## config.mk

```make
export PLATFORM = sky130hd
export DESIGN_NAME = ptw_walker
export DESIGN_NICKNAME = d
export VERILOG_FILES = /design/src/rtl/ptw_pkg.sv /design/src/rtl/ptw_entry_addr.sv /design/src/rtl/ptw_perm_chk.sv /design/src/rtl/ptw_flag_upd.sv /design/src/rtl/ptw_walker.sv
export SDC_FILE = /design/constraint.sdc
export NUM_CORES = 1
export LEC_CHECK = 0
export ABC_CLOCK_PERIOD_IN_PS = 5200
export BUFFER_PORTS_ARGS = -buffer_cell sky130_fd_sc_hd__buf_2
export CAP_MARGIN = 20
export CELL_PAD_IN_SITES_DETAIL_PLACEMENT = 1
export CELL_PAD_IN_SITES_GLOBAL_PLACEMENT = 2
export CORE_MARGIN = 2
export CORE_UTILIZATION = 32
export DETAILED_ROUTE_END_ITERATION = 12
export HOLD_SLACK_MARGIN = 0.03
export PLACE_DENSITY = 0.95
export SLEW_MARGIN = 20
export SYNTH_ARGS = -nofsm -noshare
export SYNTH_HDL_FRONTEND = slang
export SYNTH_SLANG_ARGS = --single-unit
```

## constraint.sdc

```tcl
create_clock -name clk -period 5.2 [get_ports clk]
set_input_delay 1.04 -clock clk [delete_from_list [all_inputs] [get_ports clk]]
set_output_delay 1.04 -clock clk [all_outputs]
set_load 0.01 [all_outputs]
```

## src/rtl/ptw_pkg.sv

```systemverilog
package ptw_pkg;
  localparam int BIT_PRES  = 0;
  localparam int BIT_WR    = 1;
  localparam int BIT_USR   = 2;
  localparam int BIT_WTHR  = 3;
  localparam int BIT_NOCA  = 4;
  localparam int BIT_ACC   = 5;
  localparam int BIT_DIRTY = 6;
  localparam int BIT_BIG   = 7;
  localparam int BIT_GLOB  = 8;

  typedef enum logic [2:0] {
    ST_IDLE,
    ST_RD_DIR,
    ST_WB_DIR,
    ST_RD_TBL,
    ST_WB_TBL
  } walk_st_t;
endpackage

```

## src/rtl/ptw_entry_addr.sv

```systemverilog
module ptw_entry_addr #(
  parameter int ADDR_W    = 32,
  parameter int OFS_W     = 12,
  parameter int IDX_W     = 10,
  parameter int ENT_SHIFT = 2,
  localparam int FRAME_W  = ADDR_W - OFS_W
) (
  input  logic [FRAME_W-1:0] frame,
  input  logic [IDX_W-1:0]   idx,
  output logic [ADDR_W-1:0]  addr
);
  always_comb begin
    addr = {frame, {OFS_W{1'b0}}} + (ADDR_W'(idx) << ENT_SHIFT);
  end
endmodule

```

## src/rtl/ptw_perm_chk.sv

```systemverilog
module ptw_perm_chk (
  input  logic pres,
  input  logic wr_ok,
  input  logic usr_ok,
  input  logic is_write,
  input  logic is_user,
  output logic fault
);
  always_comb begin
    fault = !pres || (is_write && !wr_ok) || (is_user && !usr_ok);
  end
endmodule

```

## src/rtl/ptw_flag_upd.sv

```systemverilog
module ptw_flag_upd
  import ptw_pkg::*;
#(
  parameter int ENT_W = 32
) (
  input  logic [ENT_W-1:0] ent_in,
  input  logic             set_dirty,
  output logic             need_wb,
  output logic [ENT_W-1:0] ent_out
);
  always_comb begin
    ent_out = ent_in;
    ent_out[BIT_ACC] = 1'b1;
    if (set_dirty) ent_out[BIT_DIRTY] = 1'b1;
    need_wb = !ent_in[BIT_ACC] || (set_dirty && !ent_in[BIT_DIRTY]);
  end
endmodule

```

## src/rtl/ptw_walker.sv

```systemverilog
module ptw_walker
  import ptw_pkg::*;
#(
  parameter int ADDR_W    = 32,
  parameter int OFS_W     = 12,
  parameter int IDX_W     = 10,
  parameter int ENT_SHIFT = 2,
  localparam int FRAME_W  = ADDR_W - OFS_W,
  localparam int LOFS_W   = IDX_W + OFS_W
) (
  input  logic               clk,
  input  logic               rst,
  input  logic               req_valid,
  input  logic [ADDR_W-1:0]  req_vaddr,
  input  logic               req_write,
  input  logic [1:0]         req_cpl,
  input  logic [FRAME_W-1:0] cfg_dir_frame,
  input  logic               cfg_paging_en,
  input  logic               cfg_large_en,
  output logic               mem_req,
  output logic               mem_we,
  output logic [ADDR_W-1:0]  mem_addr,
  output logic [ADDR_W-1:0]  mem_wdata,
  input  logic               mem_ack,
  input  logic [ADDR_W-1:0]  mem_rdata,
  output logic               busy,
  output logic               done,
  output logic [ADDR_W-1:0]  rsp_paddr,
  output logic               rsp_fault,
  output logic               flt_present,
  output logic               flt_write,
  output logic               flt_user
);
  walk_st_t             st_q;
  logic [ADDR_W-1:0]    va_q;
  logic                 wr_q, usr_q, big_en_q, big_q;
  logic [FRAME_W-1:0]   frame_q;

  logic [ADDR_W-1:0]    dir_addr, tbl_addr, upd_ent;
  logic [FRAME_W-1:0]   cur_frame;
  logic                 rd_state, at_dir, is_big, final_lvl;
  logic                 chk_fault, upd_need;
  logic [ADDR_W-1:0]    big_paddr, small_paddr;

  assign rd_state  = (st_q == ST_RD_DIR) || (st_q == ST_RD_TBL);
  assign at_dir    = (st_q == ST_RD_DIR);
  assign cur_frame = rd_state ? mem_rdata[ADDR_W-1:OFS_W] : frame_q;
  assign is_big    = big_en_q && mem_rdata[BIT_BIG];
  assign final_lvl = at_dir ? is_big : 1'b1;
  assign big_paddr   = {cur_frame[FRAME_W-1:IDX_W], va_q[LOFS_W-1:0]};
  assign small_paddr = {cur_frame, va_q[OFS_W-1:0]};

  ptw_entry_addr #(.ADDR_W(ADDR_W), .OFS_W(OFS_W), .IDX_W(IDX_W), .ENT_SHIFT(ENT_SHIFT)) u_dir_addr (
    .frame (cfg_dir_frame),
    .idx   (req_vaddr[ADDR_W-1 -: IDX_W]),
    .addr  (dir_addr)
  );

  ptw_entry_addr #(.ADDR_W(ADDR_W), .OFS_W(OFS_W), .IDX_W(IDX_W), .ENT_SHIFT(ENT_SHIFT)) u_tbl_addr (
    .frame (cur_frame),
    .idx   (va_q[LOFS_W-1 -: IDX_W]),
    .addr  (tbl_addr)
  );

  ptw_perm_chk u_chk (
    .pres     (mem_rdata[BIT_PRES]),
    .wr_ok    (mem_rdata[BIT_WR]),
    .usr_ok   (mem_rdata[BIT_USR]),
    .is_write (wr_q),
    .is_user  (usr_q),
    .fault    (chk_fault)
  );

  ptw_flag_upd #(.ENT_W(ADDR_W)) u_upd (
    .ent_in    (mem_rdata),
    .set_dirty (wr_q && final_lvl),
    .need_wb   (upd_need),
    .ent_out   (upd_ent)
  );

  always_ff @(posedge clk) begin
    if (rst) begin
      st_q        <= ST_IDLE;
      va_q        <= '0;
      wr_q        <= 1'b0;
      usr_q       <= 1'b0;
      big_en_q    <= 1'b0;
      big_q       <= 1'b0;
      frame_q     <= '0;
      mem_req     <= 1'b0;
      mem_we      <= 1'b0;
      mem_addr    <= '0;
      mem_wdata   <= '0;
      done        <= 1'b0;
      rsp_paddr   <= '0;
      rsp_fault   <= 1'b0;
      flt_present <= 1'b0;
      flt_write   <= 1'b0;
      flt_user    <= 1'b0;
    end else begin
      done <= 1'b0;
      unique case (st_q)
        ST_IDLE: begin
          if (req_valid) begin
            va_q     <= req_vaddr;
            wr_q     <= req_write;
            usr_q    <= (req_cpl == 2'd3);
            big_en_q <= cfg_large_en;
            if (!cfg_paging_en) begin
              done        <= 1'b1;
              rsp_paddr   <= req_vaddr;
              rsp_fault   <= 1'b0;
              flt_present <= 1'b0;
              flt_write   <= 1'b0;
              flt_user    <= 1'b0;
            end else begin
              mem_req  <= 1'b1;
              mem_we   <= 1'b0;
              mem_addr <= dir_addr;
              st_q     <= ST_RD_DIR;
            end
          end
        end
        ST_RD_DIR, ST_RD_TBL: begin
          if (mem_ack) begin
            frame_q <= cur_frame;
            big_q   <= at_dir && is_big;
            if (chk_fault) begin
              mem_req     <= 1'b0;
              done        <= 1'b1;
              rsp_fault   <= 1'b1;
              rsp_paddr   <= '0;
              flt_present <= mem_rdata[BIT_PRES];
              flt_write   <= wr_q;
              flt_user    <= usr_q;
              st_q        <= ST_IDLE;
            end else if (upd_need) begin
              mem_we    <= 1'b1;
              mem_wdata <= upd_ent;
              st_q      <= at_dir ? ST_WB_DIR : ST_WB_TBL;
            end else if (at_dir && !is_big) begin
              mem_addr <= tbl_addr;
              st_q     <= ST_RD_TBL;
            end else begin
              mem_req     <= 1'b0;
              done        <= 1'b1;
              rsp_fault   <= 1'b0;
              rsp_paddr   <= (at_dir) ? big_paddr : small_paddr;
              flt_present <= 1'b0;
              flt_write   <= 1'b0;
              flt_user    <= 1'b0;
              st_q        <= ST_IDLE;
            end
          end
        end
        ST_WB_DIR, ST_WB_TBL: begin
          if (mem_ack) begin
            if (st_q == ST_WB_DIR && !big_q) begin
              mem_we   <= 1'b0;
              mem_addr <= tbl_addr;
              st_q     <= ST_RD_TBL;
            end else begin
              mem_req     <= 1'b0;
              mem_we      <= 1'b0;
              done        <= 1'b1;
              rsp_fault   <= 1'b0;
              rsp_paddr   <= big_q ? big_paddr : small_paddr;
              flt_present <= 1'b0;
              flt_write   <= 1'b0;
              flt_user    <= 1'b0;
              st_q        <= ST_IDLE;
            end
          end
        end
        default: st_q <= ST_IDLE;
      endcase
    end
  end

  assign busy = (st_q != ST_IDLE);
endmodule

```

# --- Yosys cells after proc, flatten, opt, wreduce, memory -nomap -nowiden ---
# Index checks and enable logic that the tools add are counted.
op_classes:
  addsub: 2
  n_eq_ne: 18
  n_mux: 72
  bitwise_logic: 1
  reduce_logical: 32
ops:
  columns: ["operator", "n"]
  rows:
  - ["$mux W32", 16]
  - ["$pmux W32 S3", 2]
  - ["$add A32 B12 Y32", 2]
  - ["$mux W22", 2]
  - ["$mux W1", 34]
  - ["$mux W3", 7]
  - ["$pmux W1 S3", 7]
  - ["$mux W20", 1]
  - ["$ne A2 B2 Y1 const B", 10]
  - ["$reduce_and A8 Y1", 2]
  - ["$pmux W3 S3", 1]
  - ["$reduce_and A9 Y1", 1]
  - ["$logic_and A1 B1 Y1", 8]
  - ["$reduce_and A4 Y1", 2]
  - ["$logic_not A1 Y1", 7]
  - ["$reduce_and A7 Y1", 1]
  - ["$eq A3 B2 Y1 const B", 2]
  - ["$ne A3 B3 Y1 const B", 2]
  - ["$reduce_bool A3 Y1", 2]
  - ["$logic_or A1 B1 Y1", 4]
  - ["$mux W2", 2]
  - ["$reduce_and A2 Y1", 2]
  - ["$reduce_or A2 Y1", 2]
  - ["$eq A3 B1 Y1 const B", 1]
  - ["other kinds (5)", 5]
totals:
  ff_bits: 152
  inputBits: 93
  output_inout_bits: 104
  elab_cells: 142

# --- Longest topological paths before layout ---
depth:
  ltp_word: 9
  ltp_mapped: 9
  depth_no_buf: 5

# --- Modules after synthesis ---
# From an unflattened synthesis, not the netlist that was laid out.
hier_totals:
  hier_cells: 967
  area_unflattened_um2: 7511.0
by_module_without_submodules:
  columns: ["module", "n_inst", "cells_each", "area_per_inst_um2", "seq_area_each_um2"]
  rows:
  - ["ptw_walker", 1, 863, 6749.0, 3042.9]
  - ["ptw_entry_addr", 2, 33, 244.0, 0.0]
  - ["ptw_flag_upd", 1, 35, 251.5, 0.0]
  - ["ptw_perm_chk", 1, 3, 22.5, 0.0]

# --- Worst setup path after synthesis ---
# No wires, ideal clock.
synth_timing:
  kind: "input to register"
  start: "in req_valid"
  end: "reg mem_addr[25]"
  setup_time_ns: 0.070
  arrival_ns: 2.435
  required_time_ns: 5.130
  path_slack_ns: 2.694
  path_stages: 6
  n_path_buf: 1
  path_cell_list: "nor4b_4 and2_2 o22ai_2 buf_2 or4_1 a21oi_1"
synth_between:
  elab_chain_cells: 2
synth_rtl:
  columns: ["element", "line_no", "rtl"]
  rows:
  - ["start, declared", "ptw_walker.sv:13", "input logic req_valid,"]
  - ["$ne A2 B2 Y1 (no line)", null, null]
  - ["$reduce_and A9 Y1 (no line)", null, null]
  - ["end signal, assigned", "ptw_walker.sv:119", "mem_addr <= dir_addr;"]
  - ["end signal, assigned", "ptw_walker.sv:142", "mem_addr <= tbl_addr;"]
  - ["end signal, assigned", "ptw_walker.sv:160", "mem_addr <= tbl_addr;"]
  - ["end, declared", "ptw_walker.sv:22", "output logic [ADDR_W-1:0] mem_addr,"]
# No other way between the ends.
# A chain may end at the register's enable or synchronous reset.

# --- Worst setup path in the final report ---
layout_timing:
  start: "reg st_q[1]"
  end: "out busy"
layout_between:
  elab_chain_cells: 1
layout_rtl:
  columns: ["element", "line_no", "rtl"]
  rows:
  - ["start, declared", "ptw_walker.sv:34", "walk_st_t st_q;"]
  - ["start signal, assigned", "ptw_walker.sv:140", "st_q <= at_dir ? ST_WB_DIR : ST_WB_TBL;"]
  - ["$reduce_bool A3 Y1", "ptw_walker.sv:180", "assign busy = (st_q != ST_IDLE);"]
  - ["end, declared", "ptw_walker.sv:26", "output logic busy,"]
# No other way between the ends.

==> metrics.csv <==
stage,metric,value,unit
outcome,status,finished clean,
logic_synthesis,synthArstFlopShare,0,%
clock_tree,clockBufferDepth,2,
hold_path,min_path_type,flip-flop to flip-flop,
pwr,power,3.015,mW
logic_synthesis,ys_types,46,
die,io_pins,197,
setup_path,slowest_delay,0.58,ns
setup_path,reg2reg_depth,6,
logic_synthesis,seq_area_frac_synth,42.28,%
cells_and_area,final_core_util,40.32,%
setup_path,crit_path_cell_trace,buf_4 > or3_1 > buf_2,
setup_path,rrSetupSlack,2.11,ns
place,dp_slack,2.053,ns
die,die_w,153.0,um
place,finalWeightedCongestion,0.8166,
clock_tree,clk_latency,0.42,ns
clock_tree,cts-hold-fix-buffers,0,
routing,viasPerCell,5.324,
global_route,grt_usage,21.42,%
cells_and_area,multi_input_area,0.003746,sq mm
timing,final.period_utilization,62.83,%
logic_synthesis,synth_edf_count,0,
place,place_area,0.008208,sq mm
pwr,leakagePower,3.623,nW
die,row_count,54,
clock_tree,postCtsSetupRepairBufs,0,
timing,hold_viol_final,0,
timing,finalSetupTns,0,ns
cells_and_area,fin_area,0.008798,sq mm
setup_path,cp_max_fo,20,
routing,ant_nets,0,
setup_path,crit_arrival,2.23,ns
cells_and_area,final_common_cell,buf_2,
clock_tree,cts_root_buffer,clkbuf_16,
place,dpl.cell_count,1312,
logic_synthesis,synthCells,907,
setup_path,r2r_end,mem_addr[6],
routing,routed_wl,25.30,mm
pwr,powerDensity,342.6,mW/mm^2
cells_and_area,fillers,2707,
setup_path,slowest_stage,or3_1,
setup_path,crit_path_start_kind,flip-flop,
setup_path,end_kind,output port,
clock_tree,cts_tree,built,
routing,first_iter_violations,359,
routing,route.detailed.wl_per_inst,18.81,um
clock_tree,clkTransAtPathRegs,0.06,ns
cells_and_area,drive_gt1_share,23.31,%
cells_and_area,regArea,0.003003,sq mm
clock_tree,clkSinkCount,150,
logic_synthesis,synth_area,0.007102,sq mm
timing,hold_ws,0.4529,ns
timing,layout_setup_ws,1.933,ns
clock_tree,cts_resized,0,
routing,drc,0,
logic_synthesis,synth.avg_cell_area,7.830,sq um
global_route,grt_pass1_wl,39.86,mm
logic_synthesis,yosys_most_used_dff,dfxtp_1,
cells_and_area,instances_no_fill,1345,
routing,num_vias,7161,
routing,firstDrtPassIters,5,
timing,setup_viol,0,
timing,worstMarginPinSlew,0.9634,ns
clock_tree,htreeDepth,4,
timing,rsz0062_at_grt,false,
setup_path,reg2reg_from,st_q[1],
global_route,grt_overflow,0,
timing,relSlewSlack,35.77,%
setup_path,cp.required,4.16,ns
pwr,ir_drop,182.5,uV
die,core-area,0.02182,sq mm
die,start_util,32.54,%
job,drv_cap,0,
global_route,grt_antenna_before_repair,2,
logic_synthesis,synth-seq-cells,150,
place,numPortBuffers,194,
logic_synthesis,yosysWarnings,0,
die,die_h,153.0,um
timing,report.final.slew_viol_count,0,
cells_and_area,syn_to_final_growth,23.89,%
setup_path,worstSetupPathType,flip-flop to output port,
setup_path,critPathCapture,busy,
timing,finalCriticalPeriod,3.267,ns
global_route,grt_pass1_vias,7177,
timing,fmax,0.3061,GHz
die,die_area,0.02340,sq mm
clock_tree,cts_buffers,17,
cells_and_area,nets,1144,
global_route,grt_max_degree,62,
setup_path,cp-startpoint,st_q[1],
timing,worst_clock_skew,0.007226,ns
cells_and_area,final_cell_mix,"buf_2, nand2_1, dfxtp_1, a21oi_1, nor2_1",
place,dp_hpwl,17.92,mm
## cells in the mapped netlist, types with 11 or more instances
cell type  count  area share (%)
a211oi_1      15             1.6
clkbuf_1      55             2.9
dfxtp_1      150              42
nand2_1      162             8.6
nand3_1       13            0.92
mux2i_1       52             7.3
a21oi_1      125             8.8
nor2_1        97             5.1
nor3_1        17             1.2
a211o_1       20             2.5
buf_2         19             1.3
a31oi_1       11            0.97
o21ai_0       55             3.9
a221oi_1      12             1.5
## logic make-up (layout without fill, tap and decap cells)
kind of cell	Yosys count	count (layout)	synth area share, %
XOR/XNOR	1	1	0.1233
other	1	3	0.05280
multiplexers	52	52	7.329
AND/OR/NAND/NOR	334	334	20.70
buffers and inverters	90	246	5.514
AO/OA/AOI/OAI	279	279	24.00
flip-flops	150	150	42.28
## flip-flops by register name, indices dropped and copies added, names as in the netlist
register / cells
mem_wdata: 32
rsp_paddr: 32
mem_addr: 30
va_q: 22
frame_q: 20
st_q: 3
big_en_q: 1
big_q: 1
done: 1
flt_present: 1
flt_user: 1
flt_write: 1
mem_req: 1
mem_we: 1
rsp_fault: 1
usr_q: 1
wr_q: 1
## layer usage
metal | vias up | wire length (um) | global-route usage, %
li1 | 3482 | - | -
met1 | 3452 | 11560 | 28.42
met2 | 198 | 12010 | 35.40
met3 | 27 | 1306 | 4.139
met4 | 2 | 402 | 6.437
met5 | - | 12 | 0
## how the worst min path moves through the flow
stage | from | endpoint | slack (ns) | depth (start not counted)
floorplan | frame_q[0] | frame_q[0] | 0.44 | 2
CTS | rsp_paddr[31] | rsp_paddr[31] | 0.46 | 2
detailed placement | rsp_paddr[31] | rsp_paddr[31] | 0.45 | 2
global route | frame_q[2] | frame_q[2] | 0.47 | 2
finish | rsp_paddr[31] | rsp_paddr[31] | 0.45 | 2
global placement | rsp_paddr[22] | rsp_paddr[22] | 0.44 | 2
## power by group
group	leakage (nW)	total, mW	internal [mW]	switching, mW
clock network	0.290	1.24	0.755	0.482
registers	1.22	1.27	1.22	0.0472
logic	2.11	0.507	0.184	0.323
## worst max-delay path: cells and delay by family (launching register included)
| family | cells | cell delay [ns] |
|---|---|---|
| DFF | 1 | 0.55 |
| and+or+nand+nor | 1 | 0.58 |
| buffers and inverters | 2 | 0.66 |
## cell type report
cell class              instances  share of cell area (%)
diodes                          1                 0.02844
well taps                     280                   3.982
multi-input cells             668                   42.58
flip-flops and latches        150                   34.13
clock inverters                 8                   1.095
repair buffers                210                   12.43
inverters                       4                  0.1706
clock buffers                  24                   5.589
(Power assumes the default switching activity.)
